`src/rtl/abz_pkg.sv`:
```
package abz_pkg;

  typedef enum logic [1:0] {
    SPC_500N = 2'b00,
    SPC_125N = 2'b01,
    SPC_8U   = 2'b10,
    SPC_2U   = 2'b11
  } spc_e;

  // Clock cycles covering a span of ns nanoseconds, never below one.
  function automatic int unsigned ns_to_cyc(input int unsigned ns,
                                            input int unsigned mhz);
    int unsigned c;
    c = (ns * mhz) / 1000;
    return (c == 0) ? 1 : c;
  endfunction

endpackage

```
`src/rtl/abz_spacing_timer.sv`:
```
module abz_spacing_timer
  import abz_pkg::*;
#(
  parameter int unsigned CLK_MHZ = 32
) (
  input  logic       clk,
  input  logic       rst_n,
  input  logic [1:0] sel_i,
  input  logic       fire_i,
  output logic       ready_o
);

  localparam int unsigned C125  = ns_to_cyc(125, CLK_MHZ);
  localparam int unsigned C500  = ns_to_cyc(500, CLK_MHZ);
  localparam int unsigned C2000 = ns_to_cyc(2000, CLK_MHZ);
  localparam int unsigned C8000 = ns_to_cyc(8000, CLK_MHZ);
  localparam int unsigned CNT_W = $clog2(C8000 + 1);

  logic [CNT_W-1:0] cnt_q, cnt_d, span;
  logic             cnt_en;

  always_comb begin
    case (spc_e'(sel_i))
      SPC_125N: span = CNT_W'(C125);
      SPC_8U:   span = CNT_W'(C8000);
      SPC_2U:   span = CNT_W'(C2000);
      default:  span = CNT_W'(C500);
    endcase
  end

  // A step reloads the interval; otherwise the counter drains to zero.
  always_comb begin
    cnt_en = fire_i | (cnt_q != '0);
    cnt_d  = fire_i ? (span - 1'b1) : (cnt_q - 1'b1);
  end

  always_ff @(posedge clk or negedge rst_n) begin
    if (!rst_n)      cnt_q <= '0;
    else if (cnt_en) cnt_q <= cnt_d;
  end

  assign ready_o = (cnt_q == '0);

endmodule

```
`src/rtl/abz_step_decide.sv`:
```
module abz_step_decide #(
  parameter int unsigned W    = 12,
  parameter int unsigned HYST = 16
) (
  input  logic [W-1:0] pos_i,
  input  logic [W-1:0] target_i,
  input  logic         catch_i,
  output logic         up_o,
  output logic         dn_o
);

  // Unsigned images of a signed difference below -HYST.
  localparam logic [W-1:0] DN_LIM = W'((1 << W) - HYST);

  logic [W-1:0] diff;

  always_comb begin
    diff = target_i - pos_i;
    if (catch_i) begin
      up_o = (diff != '0);
      dn_o = 1'b0;
    end else begin
      up_o = !diff[W-1] && (diff != '0);
      dn_o = diff[W-1] && (diff < DN_LIM);
    end
  end

endmodule

```
`src/rtl/abz_quad_out.sv`:
```
module abz_quad_out #(
  parameter int unsigned W    = 12,
  parameter int unsigned IW   = 8
) (
  input  logic [W-1:0]  pos_i,
  input  logic [IW-1:0] zoff_i,
  input  logic          hold_i,
  output logic          a_o,
  output logic          b_o,
  output logic          z_o
);

  localparam int unsigned LW = W - IW;

  logic [W-1:0] zpos;

  always_comb begin
    zpos = {zoff_i, LW'(2)};
    if (hold_i) begin
      a_o = 1'b1;
      b_o = 1'b1;
      z_o = 1'b1;
    end else begin
      a_o = pos_i[1];
      b_o = pos_i[1] ^ pos_i[0];
      z_o = (pos_i == zpos);
    end
  end

endmodule

```
`src/rtl/abz_encoder.sv`:
```
module abz_encoder
  import abz_pkg::*;
#(
  parameter int unsigned ANGLE_W = 12,
  parameter int unsigned IDX_W   = 8,
  parameter int unsigned HYST    = 16,
  parameter int unsigned CLK_MHZ = 32
) (
  input  logic               clk,
  input  logic               rst_n,
  input  logic [ANGLE_W-1:0] angle_i,
  input  logic               angle_vld_i,
  input  logic               cfg_rev_i,
  input  logic [1:0]         cfg_spc_i,
  input  logic               cfg_count_start_i,
  input  logic [IDX_W-1:0]   cfg_zoff_i,
  output logic               qa_o,
  output logic               qb_o,
  output logic               qz_o
);

  // Reset synchronizer: asserts at once, releases on a clock edge.
  logic [1:0] rst_pipe_q;
  logic       rst_int_n;

  always_ff @(posedge clk or negedge rst_n) begin
    if (!rst_n) rst_pipe_q <= 2'b00;
    else        rst_pipe_q <= {rst_pipe_q[0], 1'b1};
  end
  assign rst_int_n = rst_pipe_q[1];

  logic [ANGLE_W-1:0] pos_q, pos_d, target;
  logic               seen_q, seen_d, catch_q, catch_d;
  logic               pos_en, first, jump, fire, ready, step_up, step_dn, hold;

  assign target = cfg_rev_i ? ({ANGLE_W{1'b0}} - angle_i) : angle_i;

  abz_step_decide #(.W(ANGLE_W), .HYST(HYST)) u_decide (
    .pos_i    (pos_q),
    .target_i (target),
    .catch_i  (catch_q),
    .up_o     (step_up),
    .dn_o     (step_dn)
  );

  abz_spacing_timer #(.CLK_MHZ(CLK_MHZ)) u_timer (
    .clk     (clk),
    .rst_n   (rst_int_n),
    .sel_i   (cfg_spc_i),
    .fire_i  (fire),
    .ready_o (ready)
  );

  always_comb begin
    first  = angle_vld_i & ~seen_q;
    jump   = first & ~cfg_count_start_i;
    fire   = seen_q & ready & (step_up | step_dn);
    pos_en = jump | fire;
    if (jump)         pos_d = target;
    else if (step_up) pos_d = pos_q + 1'b1;
    else              pos_d = pos_q - 1'b1;
    seen_d = seen_q | angle_vld_i;
    if (first & cfg_count_start_i)      catch_d = 1'b1;
    else if (catch_q && pos_q == target) catch_d = 1'b0;
    else                                 catch_d = catch_q;
    hold   = ~seen_q & ~cfg_count_start_i;
  end

  always_ff @(posedge clk or negedge rst_int_n) begin
    if (!rst_int_n) begin
      pos_q   <= '0;
      seen_q  <= 1'b0;
      catch_q <= 1'b0;
    end else begin
      if (pos_en) pos_q <= pos_d;
      seen_q  <= seen_d;
      catch_q <= catch_d;
    end
  end

  abz_quad_out #(.W(ANGLE_W), .IW(IDX_W)) u_out (
    .pos_i  (pos_q),
    .zoff_i (cfg_zoff_i),
    .hold_i (hold),
    .a_o    (qa_o),
    .b_o    (qb_o),
    .z_o    (qz_o)
  );

endmodule

```
`config.mk`:
```
export PLATFORM = sky130hd
export DESIGN_NAME = abz_encoder
export DESIGN_NICKNAME = d
export VERILOG_FILES = /design/src/rtl/abz_pkg.sv /design/src/rtl/abz_spacing_timer.sv /design/src/rtl/abz_step_decide.sv /design/src/rtl/abz_quad_out.sv /design/src/rtl/abz_encoder.sv
export SDC_FILE = /design/constraint.sdc
export NUM_CORES = 1
export LEC_CHECK = 0
export ABC_AREA = 1
export BUFFER_PORTS_ARGS = -buffer_cell sky130_fd_sc_hd__clkbuf_2
export CORE_UTILIZATION = 53
export CTS_BUF_LIST = sky130_fd_sc_hd__clkbuf_16
export CTS_CLUSTER_SIZE = 10
export DETAILED_ROUTE_END_ITERATION = 6
export PLACE_DENSITY = 0.73
export SYNTH_ARGS = -nofsm -noshare
export SYNTH_HDL_FRONTEND = slang
export SYNTH_SLANG_ARGS = --single-unit
export TNS_END_PERCENT = 100
```
`constraint.sdc`:
```
create_clock -name clk -period 2.38 [get_ports clk]
set_input_delay 0.238 -clock clk [delete_from_list [all_inputs] [get_ports clk]]
set_output_delay 0.238 -clock clk [all_outputs]
set_load 0.005 [all_outputs]
```
==> flow_summary.ini, run 1 <==
[clock_tree]
cts_made_buffers = 3
root_buffer = clkbuf_16
clock-sinks = 25
cts_buffer_depth = 2
htree_num_levels = 1
postCtsHoldBufs = 1
cts.repair.resized = 112
postCtsSetupBuffers = 83

[logic_synthesis]
synth_xor_area_share_pct = 6.23
synth_top_area_share_pct = 21.3
synth_top_family_by_area = simple AND/OR/NAND/NOR gates
ys_seq_area_share_pct = 21.3
yosysWarningCount = 0
synth_edf_count = 0
ys_seq_elements = 25
muxShareOfSynthArea_pct = 0
yosys-top-cells-count = nand2_1 (99), inv_1 (73), nor2_1 (36), nand3_1 (33), dfrtp_1 (25)
synth-compound-area-share_pct = 13.9
synth.most_common_cell = nand2_1
synth-simple-area-share_pct = 36.5
synth_largest_area_cell = dfrtp_1
synthArstFlopShare_pct = 100
synth_nets = 493
synthTopCellsByArea = dfrtp_1 (21%), nand2_1 (13%), ha_1 (10%)
syn_avg_cell_area_um2 = 6.66
synth_flop_cell = dfrtp_1
synth_area_um2 = 2930
syn_inst = 440
synth_adder_area_share_pct = 11.6
synth_cell_types = 44

[placed_design]
place_inst = 628
gp_congestion = 0.919
numPortBuffers = 29
dp_hpwl_mm = 6.83
pre_cts_ws_ns = -1.95

[floorplanning]
fp.dieW_um = 76.4
start_util_pct = 56.3
pin_count = 30
die_h_um = 76.4
num_rows = 26

[outcome]
status = stopped before the end
failed_stage = clock tree synthesis (4_1_cts)
error = [ERROR DPL-0033] detailed placement checks failed during check placement.
==> through the flow <==
stage | instance area (um2) | hold WS (ns)
2_1_floorplan | 3030 | -0.0576
3_5_place_dp | 3960 | 0.0251
3_3_place_gp | 3960 | 0.0242
==> cell families after synthesis <==
logic type,after synthesis
XOR/XNOR,20
AND/OR/NAND/NOR,220
adder cells (fa/ha/maj),26
flip-flops,25
AO/OA/AOI/OAI,69
other,1
buffers and inverters,79
==> inputs of run 2 (changes only) <==
- CORE_UTILIZATION: 53 -> 38
- CTS_BUF_LIST: sky130_fd_sc_hd__clkbuf_16 -> unset
- CTS_CLUSTER_SIZE: 10 -> unset
- PLACE_DENSITY: 0.73 -> unset
- PLACE_DENSITY_LB_ADDON: unset -> 0.15
==> flow_summary.ini, run 2 <==
[outcome]
status = complete, but fails checks
violations = setup timing

[finish]
fin_util_pct = 69.4
fillers = 575
fin_cells = 720
largest_register_ffs = 12
final_common_cell = buf_4
nets = 675
antenna_cells = 0
reg_top3 = pos_q (12), u_timer.cnt_q (9), rst_pipe_q (2)
synthToLayoutAreaGrowth_pct = 74.6
drive_gt1_share_pct = 51.0
layout_common_cells = buf_4 (127), nand2_1 (84), inv_1 (62)
regMostFlops = pos_q

[clock_tree]
clock-sinks = 25
cts_made_buffers = 3
clk_pin_slew_ns = 0.10
htree_num_levels = 1
root_buffer = clkbuf_8
cts_buffer_depth = 2
cts_tree = yes
clkLatencyLatePin_ns = 0.27

[logic_synthesis]
synth_flop_cell = dfrtp_1
synth_edf_count = 0
synth_area_um2 = 2930
synth_largest_area_cell = dfrtp_1
yosys-top-cells-count = nand2_1 (99), inv_1 (73), nor2_1 (36), nand3_1 (33), dfrtp_1 (25)
yosysWarningCount = 0
synthArstFlopShare_pct = 100
syn_avg_cell_area_um2 = 6.66
synth_top_area_share_pct = 21.3
synthTopCellsByArea = dfrtp_1 (21%), nand2_1 (13%), ha_1 (10%)
synth_cell_types = 44
synth_nets = 493
ys_seq_elements = 25
syn_inst = 440
ys_seq_area_share_pct = 21.3
synth.most_common_cell = nand2_1

[setup_path]
crit_type = in2reg
timing.rr.start = pos_q[0]$_DFFE_PN0P_
worstRegToRegCells = 28
reg2reg_setup_slack_ns = -1.51
cpMaxStageDelayCell = fa_2
arrival_ns = 4.10
slowest_delay_ns = 0.33
cp.required_ns = 2.55
timing.rr.end = pos_q[10]$_DFFE_PN0P_
path_max_fanout = 6
startpoint_type = primary input
crit_path_frequent_cell = nand2_1
setup.worst_path.end_class = flip-flop
setup.worst_path.start = angle_i[0]

[sta]
tightestPinTransition_ns = 0.576
final.min_clock_period_ns = 3.93
clock_skew_ns = 0.00682
rsz0062_at_grt = yes
setup_viol = 21
timing.slew.headroom_pct = 61.6
final.period_utilization_pct = 165
slew_violations = 0
fin_ws_ns = -1.55
fin_setup_tns_ns = -30.84
clock.fmax_mhz = 254
finalHoldViolCount = 0

[placed_design]
place_inst = 665
gp_congestion = 0.869
numPortBuffers = 29
pre_cts_ws_ns = -2.05
dp_hpwl_mm = 7.24

[worst_hold_path]
hold_start = angle_vld_i
hold_class = in2reg
min_to = seen_q$_DFF_PN0_
hold_depth = 3

[floorplanning]
die_h_um = 89.8
start_util_pct = 39.8
pin_count = 30
fp.dieW_um = 89.8
core_area_um2 = 7370
dieArea_um2 = 8070
num_rows = 31

[detailed_routing]
top_layer = met4
routed_wl_mm = 10.6
drt-wirelength-per-cell_um = 14.7
met3WireLength_um = 345
viasPerCell = 5.04
drt_first_pass_iters = 5
drt_first_iter_violations = 182
met2_length_mm = 5.40
vias = 3632
drt-met1-wl_mm = 4.52
drc = 0
antenna_left = 0

[grt]
grt_pass1_vias = 3553
antenna_found_initial = 0
grt_pass1_wl_mm = 16.5
track_usage_pct = 25.1
overflow = 0
grt_max_degree = 24

[power]
p_per_area_nw_per_um2 = 462
vdd_ir_drop_max_mv = 0.323
p_total_w = 0.00236
power_leakage_nw = 2.59

[run]
maxCapViolCount = 0
-- run 2: cell counts after synthesis --
Identical to the previous run, type by type.
-- run 2: kinds of logic after synthesis --
kind of cell / count (synthesis) / share of synthesized area, %
and+or+nand+nor: 220 / 36.5
buffers and inverters: 79 / 10.2
AOI/OAI and AO/OA: 69 / 13.9
adders and majority gates: 26 / 11.6
DFF: 25 / 21.3
xor gates and xnor gates: 20 / 6.23
other: 1 / 0.128
-- run 2: per-stage QoR --
step	area (um2)	hold WS, ns
CTS	4780	0.178
floorplan	3030	-0.0576
global placement	4040	0.0238
detailed placement	4040	0.0264
finish	5110	0.183
global route	5110	0.179
-- run 2: how the worst max path moves through the flow --
stage,endpoint,cells after the start
4_1_cts,pos_q[10]$_DFFE_PN0P_,28
5_1_grt,pos_q[10]$_DFFE_PN0P_,31
6_report,pos_q[10]$_DFFE_PN0P_,33
2_1_floorplan,pos_q[10]$_DFFE_PN0P_,32
3_5_place_dp,pos_q[11]$_DFFE_PN0P_,32
3_3_place_gp,pos_q[11]$_DFFE_PN0P_,32
-- run 2: metal layers --
metal	up-vias	GRT usage, %
li1	1813	-
met1	1700	31.8
met2	93	44.6
met3	26	1.95
met4	0	8.74
met5	-	0
-- run 2: what timing repair did --
item,4_1_cts,5_1_grt
buffers inserted,43,15
resized for setup,75,62
endpoints found under the setup margin,22,22
gates cloned,0,1
hold endpoints to repair,2,0
hold buffers,1,0
pin swaps,40,44
-- run 2: layout make-up --
| class | instances | area, um2 | share of cell area, % |
|---|---|---|---|
| Clock buffer | 3 | 41.3 | 0.807 |
| Clock inverter | 1 | 7.51 | 0.147 |
| Inverter | 75 | 305 | 5.97 |
| Multi-Input combinational cell | 337 | 2600 | 50.8 |
| Sequential cell | 25 | 626 | 12.2 |
| Tap cell | 99 | 124 | 2.42 |
| Timing Repair Buffer | 180 | 1410 | 27.6 |
-- run 2: power by group --
| part | switching, W | leakage, nW | internal (W) |
|---|---|---|---|
| Sequential | 0.00000866 | 0.287 | 0.000437 |
| Combinational | 0.000803 | 2.28 | 0.000848 |
| Clock | 0.000149 | 0.0217 | 0.000119 |
| Total | 0.000961 | 2.59 | 0.00140 |
-- run 2: critical path, delay by kind of cell --
| kind | cells | cell delay (ns) |
|---|---|---|
| AO/OA/AOI/OAI | 7 | 0.92 |
| XOR/XNOR | 2 | 0.35 |
| AND/OR/NAND/NOR | 16 | 1.36 |
| adder cells (fa/ha/maj) | 3 | 0.78 |
| buffers and inverters | 5 | 0.41 |
Note: power is estimated with default switching activity, not from simulation.
